--- config.mk ---
export PLATFORM = sky130hd
export DESIGN_NAME = cfg_stream_nvram
export DESIGN_NICKNAME = d
export VERILOG_FILES = /design/src/rtl/cfgnv_pkg.sv /design/src/rtl/cfgnv_rst_sync.sv /design/src/rtl/cfgnv_ptr.sv /design/src/rtl/cfgnv_store.sv /design/src/rtl/cfgnv_rdmux.sv /design/src/rtl/cfg_stream_nvram.sv
export SDC_FILE = /design/constraint.sdc
export NUM_CORES = 2
export LEC_CHECK = 0
export BUFFER_PORTS_ARGS = -buffer_cell sky130_fd_sc_hd__buf_4
export CAP_MARGIN = 20
export CELL_PAD_IN_SITES_DETAIL_PLACEMENT = 1
export CELL_PAD_IN_SITES_GLOBAL_PLACEMENT = 2
export CORE_AREA = 8 8 365 367
export CTS_CLUSTER_SIZE = 10
export DETAILED_ROUTE_END_ITERATION = 12
export DIE_AREA = 0 0 373 375
export PLACE_DENSITY = 0.82
export SLEW_MARGIN = 20
export SYNTH_ARGS = -nofsm -noshare
export SYNTH_HDL_FRONTEND = slang
export SYNTH_HIERARCHICAL = 1
export SYNTH_SLANG_ARGS = --single-unit
--- constraint.sdc ---
create_clock -name clk -period 51.6 [get_ports clk]
set_clock_uncertainty 0.05 [all_clocks]
set_input_delay 12.9 -clock clk [delete_from_list [all_inputs] [get_ports clk]]
set_output_delay 12.9 -clock clk [all_outputs]
set_load 0.02 [all_outputs]
--- src/rtl/cfgnv_pkg.sv ---
package cfgnv_pkg;
  localparam int BYTE_W = 8;

  typedef enum logic [1:0] {
    PORT_MODE  = 2'd0,
    PORT_RDATA = 2'd1,
    PORT_WDATA = 2'd2,
    PORT_SCR   = 2'd3
  } port_e;

  localparam logic [BYTE_W-1:0] START_CODE = 8'h80;
  localparam logic [BYTE_W-1:0] MISS_BYTE  = 8'hFF;
endpackage

--- src/rtl/cfgnv_rst_sync.sv ---
module cfgnv_rst_sync (
  input  logic clk,
  input  logic rst_n,
  output logic rst_sync_n
);
  logic meta_q;
  logic sync_q;

  always_ff @(posedge clk or negedge rst_n) begin
    if (!rst_n) begin
      meta_q <= 1'b0;
      sync_q <= 1'b0;
    end else begin
      meta_q <= 1'b1;
      sync_q <= meta_q;
    end
  end

  assign rst_sync_n = sync_q;
endmodule

--- src/rtl/cfgnv_ptr.sv ---
module cfgnv_ptr #(
  parameter int PTR_W = 9,
  parameter int DEPTH = 160
) (
  input  logic                     clk,
  input  logic                     rst_n,
  input  logic                     step_i,
  input  logic                     load_i,
  output logic                     in_range_o,
  output logic [$clog2(DEPTH)-1:0] idx_o
);
  localparam int IDX_W = $clog2(DEPTH);
  localparam logic [PTR_W-1:0] PTR_MAX   = {1'b0, {(PTR_W-1){1'b1}}};
  localparam logic [PTR_W-1:0] PTR_START = {PTR_W{1'b1}};
  localparam logic [PTR_W-1:0] DEPTH_V   = PTR_W'(DEPTH);

  logic [PTR_W-1:0] ptr_q;
  logic [PTR_W-1:0] ptr_d;
  logic             ptr_en;

  always_comb begin
    ptr_en = 1'b0;
    ptr_d  = ptr_q;
    if (load_i) begin
      ptr_en = 1'b1;
      ptr_d  = PTR_START;
    end else if (step_i && (ptr_q != PTR_MAX)) begin
      ptr_en = 1'b1;
      ptr_d  = ptr_q + 1'b1;
    end
  end

  always_ff @(posedge clk or negedge rst_n) begin
    if (!rst_n) begin
      ptr_q <= '0;
    end else if (ptr_en) begin
      ptr_q <= ptr_d;
    end
  end

  assign in_range_o = !ptr_q[PTR_W-1] && (ptr_q < DEPTH_V);
  assign idx_o      = ptr_q[IDX_W-1:0];


  start_load_chk: assert property (@(posedge clk) disable iff (!rst_n)
    load_i |=> (ptr_q == PTR_START));


  ptr_step_chk: assert property (@(posedge clk) disable iff (!rst_n)
    (step_i && !load_i && ptr_q != PTR_MAX) |=> (ptr_q == $past(ptr_q) + 1'b1));


  ptr_sat_chk: assert property (@(posedge clk) disable iff (!rst_n)
    (step_i && !load_i && ptr_q == PTR_MAX) |=> (ptr_q == PTR_MAX));
endmodule

--- src/rtl/cfgnv_store.sv ---
module cfgnv_store #(
  parameter int DEPTH = 160,
  parameter int DW    = 8,
  parameter logic [DW-1:0] FILL = 8'h1A
) (
  input  logic                     clk,
  input  logic                     rst_n,
  input  logic                     we_i,
  input  logic                     in_range_i,
  input  logic [$clog2(DEPTH)-1:0] idx_i,
  input  logic [DW-1:0]            wdata_i,
  input  logic                     clr_i,
  output logic [DW-1:0]            rbyte_o,
  output logic                     dirty_o
);
  localparam int IDX_W = $clog2(DEPTH);

  logic [DW-1:0] mem_q [DEPTH];
  logic [DW-1:0] cur_byte;
  logic          hit;
  logic          differs;
  logic          dirty_q;
  logic          dirty_d;

  assign hit      = we_i && in_range_i;
  assign cur_byte = in_range_i ? mem_q[idx_i] : FILL;
  assign differs  = hit && (cur_byte != wdata_i);

  for (genvar g = 0; g < DEPTH; g++) begin : g_cell
    logic cell_en;
    assign cell_en = hit && (idx_i == IDX_W'(g));
    always_ff @(posedge clk or negedge rst_n) begin
      if (!rst_n) begin
        mem_q[g] <= FILL;
      end else if (cell_en) begin
        mem_q[g] <= wdata_i;
      end
    end
  end

  always_comb begin
    dirty_d = dirty_q;
    if (differs) begin
      dirty_d = 1'b1;
    end else if (clr_i) begin
      dirty_d = 1'b0;
    end
  end

  always_ff @(posedge clk or negedge rst_n) begin
    if (!rst_n) begin
      dirty_q <= 1'b0;
    end else begin
      dirty_q <= dirty_d;
    end
  end

  assign rbyte_o = cur_byte;
  assign dirty_o = dirty_q;


  dirty_sticky_chk: assert property (@(posedge clk) disable iff (!rst_n)
    (dirty_q && !clr_i) |=> dirty_q);


  dirty_clear_chk: assert property (@(posedge clk) disable iff (!rst_n)
    (clr_i && !we_i) |=> !dirty_q);


  miss_no_dirty_chk: assert property (@(posedge clk) disable iff (!rst_n)
    (we_i && !in_range_i && !dirty_q && !clr_i) |=> !dirty_q);
endmodule

--- src/rtl/cfgnv_rdmux.sv ---
module cfgnv_rdmux
  import cfgnv_pkg::*;
(
  input  port_e             sel_i,
  input  logic [BYTE_W-1:0] mode_i,
  input  logic              disk_chg_i,
  input  logic              in_range_i,
  input  logic [BYTE_W-1:0] rbyte_i,
  output logic [BYTE_W-1:0] rdata_o
);
  always_comb begin
    unique case (sel_i)
      PORT_MODE:  rdata_o = {mode_i[7:6], 1'b1, disk_chg_i, 3'b111, mode_i[6]};
      PORT_RDATA: rdata_o = in_range_i ? rbyte_i : MISS_BYTE;
      default:    rdata_o = MISS_BYTE;
    endcase
  end
endmodule

--- src/rtl/cfg_stream_nvram.sv ---
module cfg_stream_nvram
  import cfgnv_pkg::*;
#(
  parameter int DEPTH = 160,
  parameter int PTR_W = 9,
  parameter logic [7:0] FILL = 8'h1A
) (
  input  logic       clk,
  input  logic       rst_n,
  input  logic       acc_en,
  input  logic       acc_wr,
  input  logic [1:0] acc_sel,
  input  logic [7:0] acc_wdata,
  output logic [7:0] acc_rdata,
  input  logic       disk_chg,
  input  logic       dirty_clr,
  output logic       dirty,
  output logic [7:0] scratch_q
);
  localparam int IDX_W = $clog2(DEPTH);

  logic              rst_i_n;
  port_e             sel;
  logic              mode_we, scr_we, data_we, step, load;
  logic [BYTE_W-1:0] mode_q, mode_d, scr_q, scr_d;
  logic              in_range;
  logic [IDX_W-1:0]  idx;
  logic [BYTE_W-1:0] rbyte;

  cfgnv_rst_sync u_rst (.clk(clk), .rst_n(rst_n), .rst_sync_n(rst_i_n));

  assign sel     = port_e'(acc_sel);
  assign mode_we = acc_en && acc_wr && (sel == PORT_MODE);
  assign scr_we  = acc_en && acc_wr && (sel == PORT_SCR);
  assign data_we = acc_en && acc_wr && (sel == PORT_WDATA);
  assign load    = mode_we && (acc_wdata == START_CODE);
  assign step    = data_we || (acc_en && !acc_wr && (sel == PORT_RDATA));

  always_comb begin
    mode_d = mode_we ? acc_wdata : mode_q;
    scr_d  = scr_we  ? acc_wdata : scr_q;
  end

  always_ff @(posedge clk or negedge rst_i_n) begin
    if (!rst_i_n) begin
      mode_q <= '0;
      scr_q  <= '0;
    end else begin
      mode_q <= mode_d;
      scr_q  <= scr_d;
    end
  end

  cfgnv_ptr #(.PTR_W(PTR_W), .DEPTH(DEPTH)) u_ptr (
    .clk(clk), .rst_n(rst_i_n), .step_i(step), .load_i(load),
    .in_range_o(in_range), .idx_o(idx)
  );

  cfgnv_store #(.DEPTH(DEPTH), .DW(BYTE_W), .FILL(FILL)) u_store (
    .clk(clk), .rst_n(rst_i_n), .we_i(data_we), .in_range_i(in_range),
    .idx_i(idx), .wdata_i(acc_wdata), .clr_i(dirty_clr),
    .rbyte_o(rbyte), .dirty_o(dirty)
  );

  cfgnv_rdmux u_rdmux (
    .sel_i(sel), .mode_i(mode_q), .disk_chg_i(disk_chg),
    .in_range_i(in_range), .rbyte_i(rbyte), .rdata_o(acc_rdata)
  );

  assign scratch_q = scr_q;


  scratch_isolated_chk: assert property (@(posedge clk) disable iff (!rst_i_n)
    scr_we |=> ($stable(mode_q) && $stable(dirty) || $past(dirty_clr)));


  mode_hold_chk: assert property (@(posedge clk) disable iff (!rst_i_n)
    !mode_we |=> $stable(mode_q));
endmodule

# [Word-level counts from Yosys, hierarchy flattened]
# Index checks and enable logic that the tools add are counted.
# W data, S select, Z words.
[word_totals] ff_bits=1308 input_bits=16 out_inout_bits=17 word_cells=526
[classes] add_sub_neg=1 order_cmp=2 eq_ne=165 mux=12 bitwise_logic=1 n_reduce_logical=179
[ops] operator="$eq A8 B7 Y1 const B" n=64
[ops] operator="$eq A8 B8 Y1 const B" n=33
[ops] operator="$eq A8 B6 Y1 const B" n=32
[ops] operator="$logic_and A1 B1 Y1" n=171
[ops] operator="$eq A8 B5 Y1 const B" n=16
[ops] operator="$bmux W8 S8" n=1
[ops] operator="$eq A8 B4 Y1 const B" n=8
[ops] operator="$eq A8 B3 Y1 const B" n=4
[ops] operator="$mux W8" n=4
[ops] operator="$mux W9" n=2
[ops] operator="$eq A8 B2 Y1 const B" n=2
[ops] operator="$pmux W8 S2" n=1
[ops] operator="$add A9 B1 Y9 const B" n=1
[ops] operator="$ge A9 B9 Y1 const B" n=1
[ops] operator="$lt A9 B8 Y1 const B" n=1
[ops] operator="$ne A9 B8 Y1 const B" n=1
[ops] operator="$not A8 Y9" n=1
[ops] operator="$eq A8 B1 Y1 const B" n=1
[ops] operator="$logic_not A8 Y1" n=1
[ops] operator="$ne A8 B8 Y1" n=1
[ops] operator="$eq A2 B2 Y1 const B" n=2
[ops] operator="$mux W1" n=4
[ops] operator="$reduce_bool A2 Y1" n=2
[ops] operator="$eq A2 B1 Y1 const B" n=1
[ops] operator="4 further kinds" n=5

# [Longest topological paths before layout]
[depth] ltp_word=8 ltp_mapped=17 ltp_nobuf=10

# [Modules after synthesis]
# Netlist, hierarchy kept.
[modules_own_cells] module="cfgnv_store" n_inst=1 cells_per_inst=3921 area_per_inst_um2=59395.7 seq_area_each_um2=32656.3
[modules_own_cells] module="cfg_stream_nvram" n_inst=1 cells_per_inst=42 area_per_inst_um2=714.4 seq_area_each_um2=400.4
[modules_own_cells] module="cfgnv_ptr" n_inst=1 cells_per_inst=56 area_per_inst_um2=528.0 seq_area_each_um2=225.2
[modules_own_cells] module="cfgnv_rdmux" n_inst=1 cells_per_inst=17 area_per_inst_um2=93.8 seq_area_each_um2=0.0
[modules_own_cells] module="cfgnv_rst_sync" n_inst=1 cells_per_inst=3 area_per_inst_um2=53.8 seq_area_each_um2=50.0

# [Least setup slack after synthesis]
# Ideal clock, no wire load.
[synth_path] path_kind="input to output" startpoint="input acc_sel[0]" endpoint="output acc_rdata[4]" t_arrival_ps=13420 required_ps=38650 slack_ps=25230 cell_stages=2 path_buffers=0 path_cell_list="nor2b_1 -> a31oi_1"
[synth_between] elab_chain_cells=2 elab_cells_between_ends=3 classes_between="eq/ne: 1; mux: 1; reduce/logical: 1"
[synth_rtl] item="start, declared" line_no="cfg_stream_nvram.sv:12" rtl="input logic [1:0] acc_sel,"
[synth_rtl] item="$eq A2 B1 Y1 or $logic_not A2 Y1 (tied branches)" line_no="cfgnv_rdmux.sv:12" rtl="unique case (sel_i)"
[synth_rtl] item="$pmux W8 S2 (*)" line_no="cfgnv_rdmux.sv:12"
[synth_rtl] item="end, declared" line_no="cfg_stream_nvram.sv:14" rtl="output logic [7:0] acc_rdata,"
# Mark *: on every way between the ends. The rest lies on a longest branch, timed or not.

# [Final worst setup path]
[layout_path] startpoint="input acc_sel[1]" endpoint="output acc_rdata[2]"
# Same word-level chain as after synthesis.

==> flow_metrics.env <==
export IMPL_place_area_um2=62300
export IMPL_avgRoutedWirePerCell_um=31.1
export IMPL_cp_depth=4
export IMPL_regToRegEndpoint="u_store/dirty_o$_DFFE_PN0P_"
export IMPL_worstPathCellList="buf_4 > nand3b_1 > or2_1 > buf_4"
export IMPL_hp_start="u_rst/meta_q$_DFF_PN0_"
export IMPL_hpwl_mm=111
export IMPL_pwr_share_seq_pct=40.7
export IMPL_clockBufferDepth=3
export IMPL_gp_congestion=0.814
export IMPL_switchingPower_mw=0.857
export IMPL_fp_dieH_um=375
export IMPL_core_area_um2=127000
export IMPL_rr_worst_depth=10
export IMPL_pwr_share_comb_pct=21.8
export IMPL_cts_hold_buf=0
export IMPL_synth_area_um2=60500
export IMPL_drt_iter0_markers=2876
export IMPL_cts_root_buf="clkbuf_16"
export IMPL_worst_path_buf_inv=2
export IMPL_cpPeakStageDelay_ps=450
export IMPL_wl_mm=180
export IMPL_place_ws_ps=24560
export IMPL_antenna_left=0
export IMPL_regArea_um2=33200
export IMPL_clock_latency_ps=780
export IMPL_die_area_um2=140000
export IMPL_io_buffer_count=32
export IMPL_fmax_mhz=37.0
export IMPL_clkTransAtPathRegs_ps=50
export IMPL_area_growth_pct=10.7
export IMPL_cp_required_ps=38650
export IMPL_drtPass1Iterations=5
export IMPL_grt_pass1_wl_mm=273
export IMPL_synthCells=4027
export IMPL_n_fill_cell=11900
export IMPL_cts_resized=0
export IMPL_period_needed_ps=26990
export IMPL_peakVddDrop_mv=0.0362
export IMPL_rrSetupSlack_ps=45770
export IMPL_track_usage_pct=25.7
export IMPL_power_share_clock_pct=37.5
export IMPL_antenna_found_initial=7
export IMPL_vias_per_cell=6.24
export IMPL_final_area_um2=67000
export IMPL_critPathLaunch="acc_sel[1]"
export IMPL_holdWs_ps=298
export IMPL_slew_headroom_pct=20.0
export IMPL_p_int_mw=1.87
export IMPL_fin_tns_setup_ps=0
export IMPL_rr_startpoint="u_ptr/ptr_q[1]$_DFFE_PN0P_"
export IMPL_via_count=36100
export IMPL_drc=0
export IMPL_powerDensity_nw_per_um2=40.7
export IMPL_floorplan_initialDensity_pct=47.7
export IMPL_worstMarginPinSlew_ps=1200
export IMPL_crit_family="simple AND/OR/NAND/NOR gates"
export IMPL_cts_sinks=1302
export IMPL_rsz0062_at_grt="no"
export IMPL_grt_pass1_vias=39500
export IMPL_cts_setup_buffers=0
export IMPL_yosysWarnings=6
export IMPL_finalCritPeriodShare_pct=52.3
export IMPL_drive_gt1_share_pct=57.9
export IMPL_synth_fp_nets=4045
export IMPL_maxCapViolations=0
export IMPL_overflow=0
export IMPL_crit_top_cell="buf_4"
export IMPL_htree_levels=4
export IMPL_hold_class="flop to flop"
export IMPL_leakagePower_nw=29.9
export IMPL_slew_viol_final=0
export IMPL_die_x_um=373
export IMPL_rows=131
export IMPL_grt_max_degree=172
export IMPL_multi_input_area_um2=26000
export IMPL_critPathKind="input port to primary output"
export IMPL_hold_violations=0
export IMPL_timing_critical_path_to="acc_rdata[2]"
export IMPL_tritoncts="yes"
export IMPL_ios=33
export IMPL_final_nets=4006
export IMPL_cp_arrival_ps=14040
export IMPL_cp_end_kind="primary output"
export IMPL_numCtsBuffers=154
export IMPL_crit_fanout=12
export IMPL_avgSynthCellArea_um2=15.0
export IMPL_layout_setup_ws_ps=24610
export IMPL_cp_start_kind="input port"
export IMPL_cpMaxStageDelayCell="nand3b_1"
export IMPL_setup_viol=0
export IMPL_switching_share_pct=31.4
export IMPL_status="finished clean"
-- final cells by class --
type | instances | area share, %
repair buffers | 112 | 1.49
flip-flops and latches | 1302 | 49.5
inverters | 13 | 0.0728
clock buffers | 275 | 6.83
diodes | 3 | 0.0112
well taps | 1662 | 3.10
clock inverters | 10 | 0.159
multi-input cells | 2405 | 38.8
-- power by group through the flow --
stage	combinational [mW]	sequential [mW]	clock, mW
after floorplan	0.397	1.11	0
after global placement	0.589	1.12	0
after detailed placement	0.593	1.13	0
after CTS	0.594	1.11	1.05
after global routing	0.621	1.12	1.08
final	0.595	1.11	1.02
-- metrics by stage --
step	utilization, %	instances	power, mW
floorplan	-	4027	1.51
global placement	49.0	5492	1.71
detailed placement	49.0	5492	1.72
CTS	52.7	5777	2.75
global route	52.8	5779	2.82
finish	52.8	5782	2.73
-- metal layers --
| metal | share of wire [%] | track usage (%) |
|---|---|---|
| met1 | 43 | 35.4 |
| met2 | 47 | 40.4 |
| met3 | 5.8 | 5.02 |
| met4 | 4.2 | 10.1 |
| met5 | 0 | 0 |
-- worst reg2reg max path: stages, from the launching register on --
cell	delay, ps
dfrtp_4	900
buf_12	550
buf_4	780
mux4_2	410
mux2i_1	710
o221ai_1	440
nor4_1	690
o221ai_1	490
xor2_1	270
nor3_1	240
a41oi_1	140
-- sequential cells by signal, summed over array words and instances (netlist names) --
signal	count
u_rst/rst_sync_n	1
scratch_q	8
mode_q	2
u_store/mem_q	1280
u_store/dirty_o	1
u_rst/meta_q	1
u_ptr/ptr_q	9
-- cell usage in the layout (no fill, tap or decap), drive strengths merged, types with 5 or more instances in the layout --
master  instances
a211oi          8
a21oi          49
a221oi         10
a22o            6
a22oi          94
a31oi          14
and2            7
and3           15
buf           112
clkbuf        275
clkinv          9
dfrtp         822
dfstp         480
inv            14
mux2         1291
mux2i         138
mux4          260
nand2         127
nand3          56
nand3b          5
nand4          22
nor2          149
nor2b           9
nor3           18
nor4            7
nor4b           6
nor4bb          5
o211ai          6
o21ai          15
o22ai           8
or3            12
xor2            5
-- how the worst min path moves through the flow --
stage                                       to  slack (ps)  cells after the start
global route        u_rst/rst_sync_n$_DFF_PN0_         310                      0
detailed placement  u_rst/rst_sync_n$_DFF_PN0_         290                      0
finish              u_rst/rst_sync_n$_DFF_PN0_         300                      0
CTS                 u_rst/rst_sync_n$_DFF_PN0_         300                      0
global placement    u_rst/rst_sync_n$_DFF_PN0_         290                      0
floorplan           u_rst/rst_sync_n$_DFF_PN0_         280                      0
No activity file was read; power rests on OpenSTA's default activity.
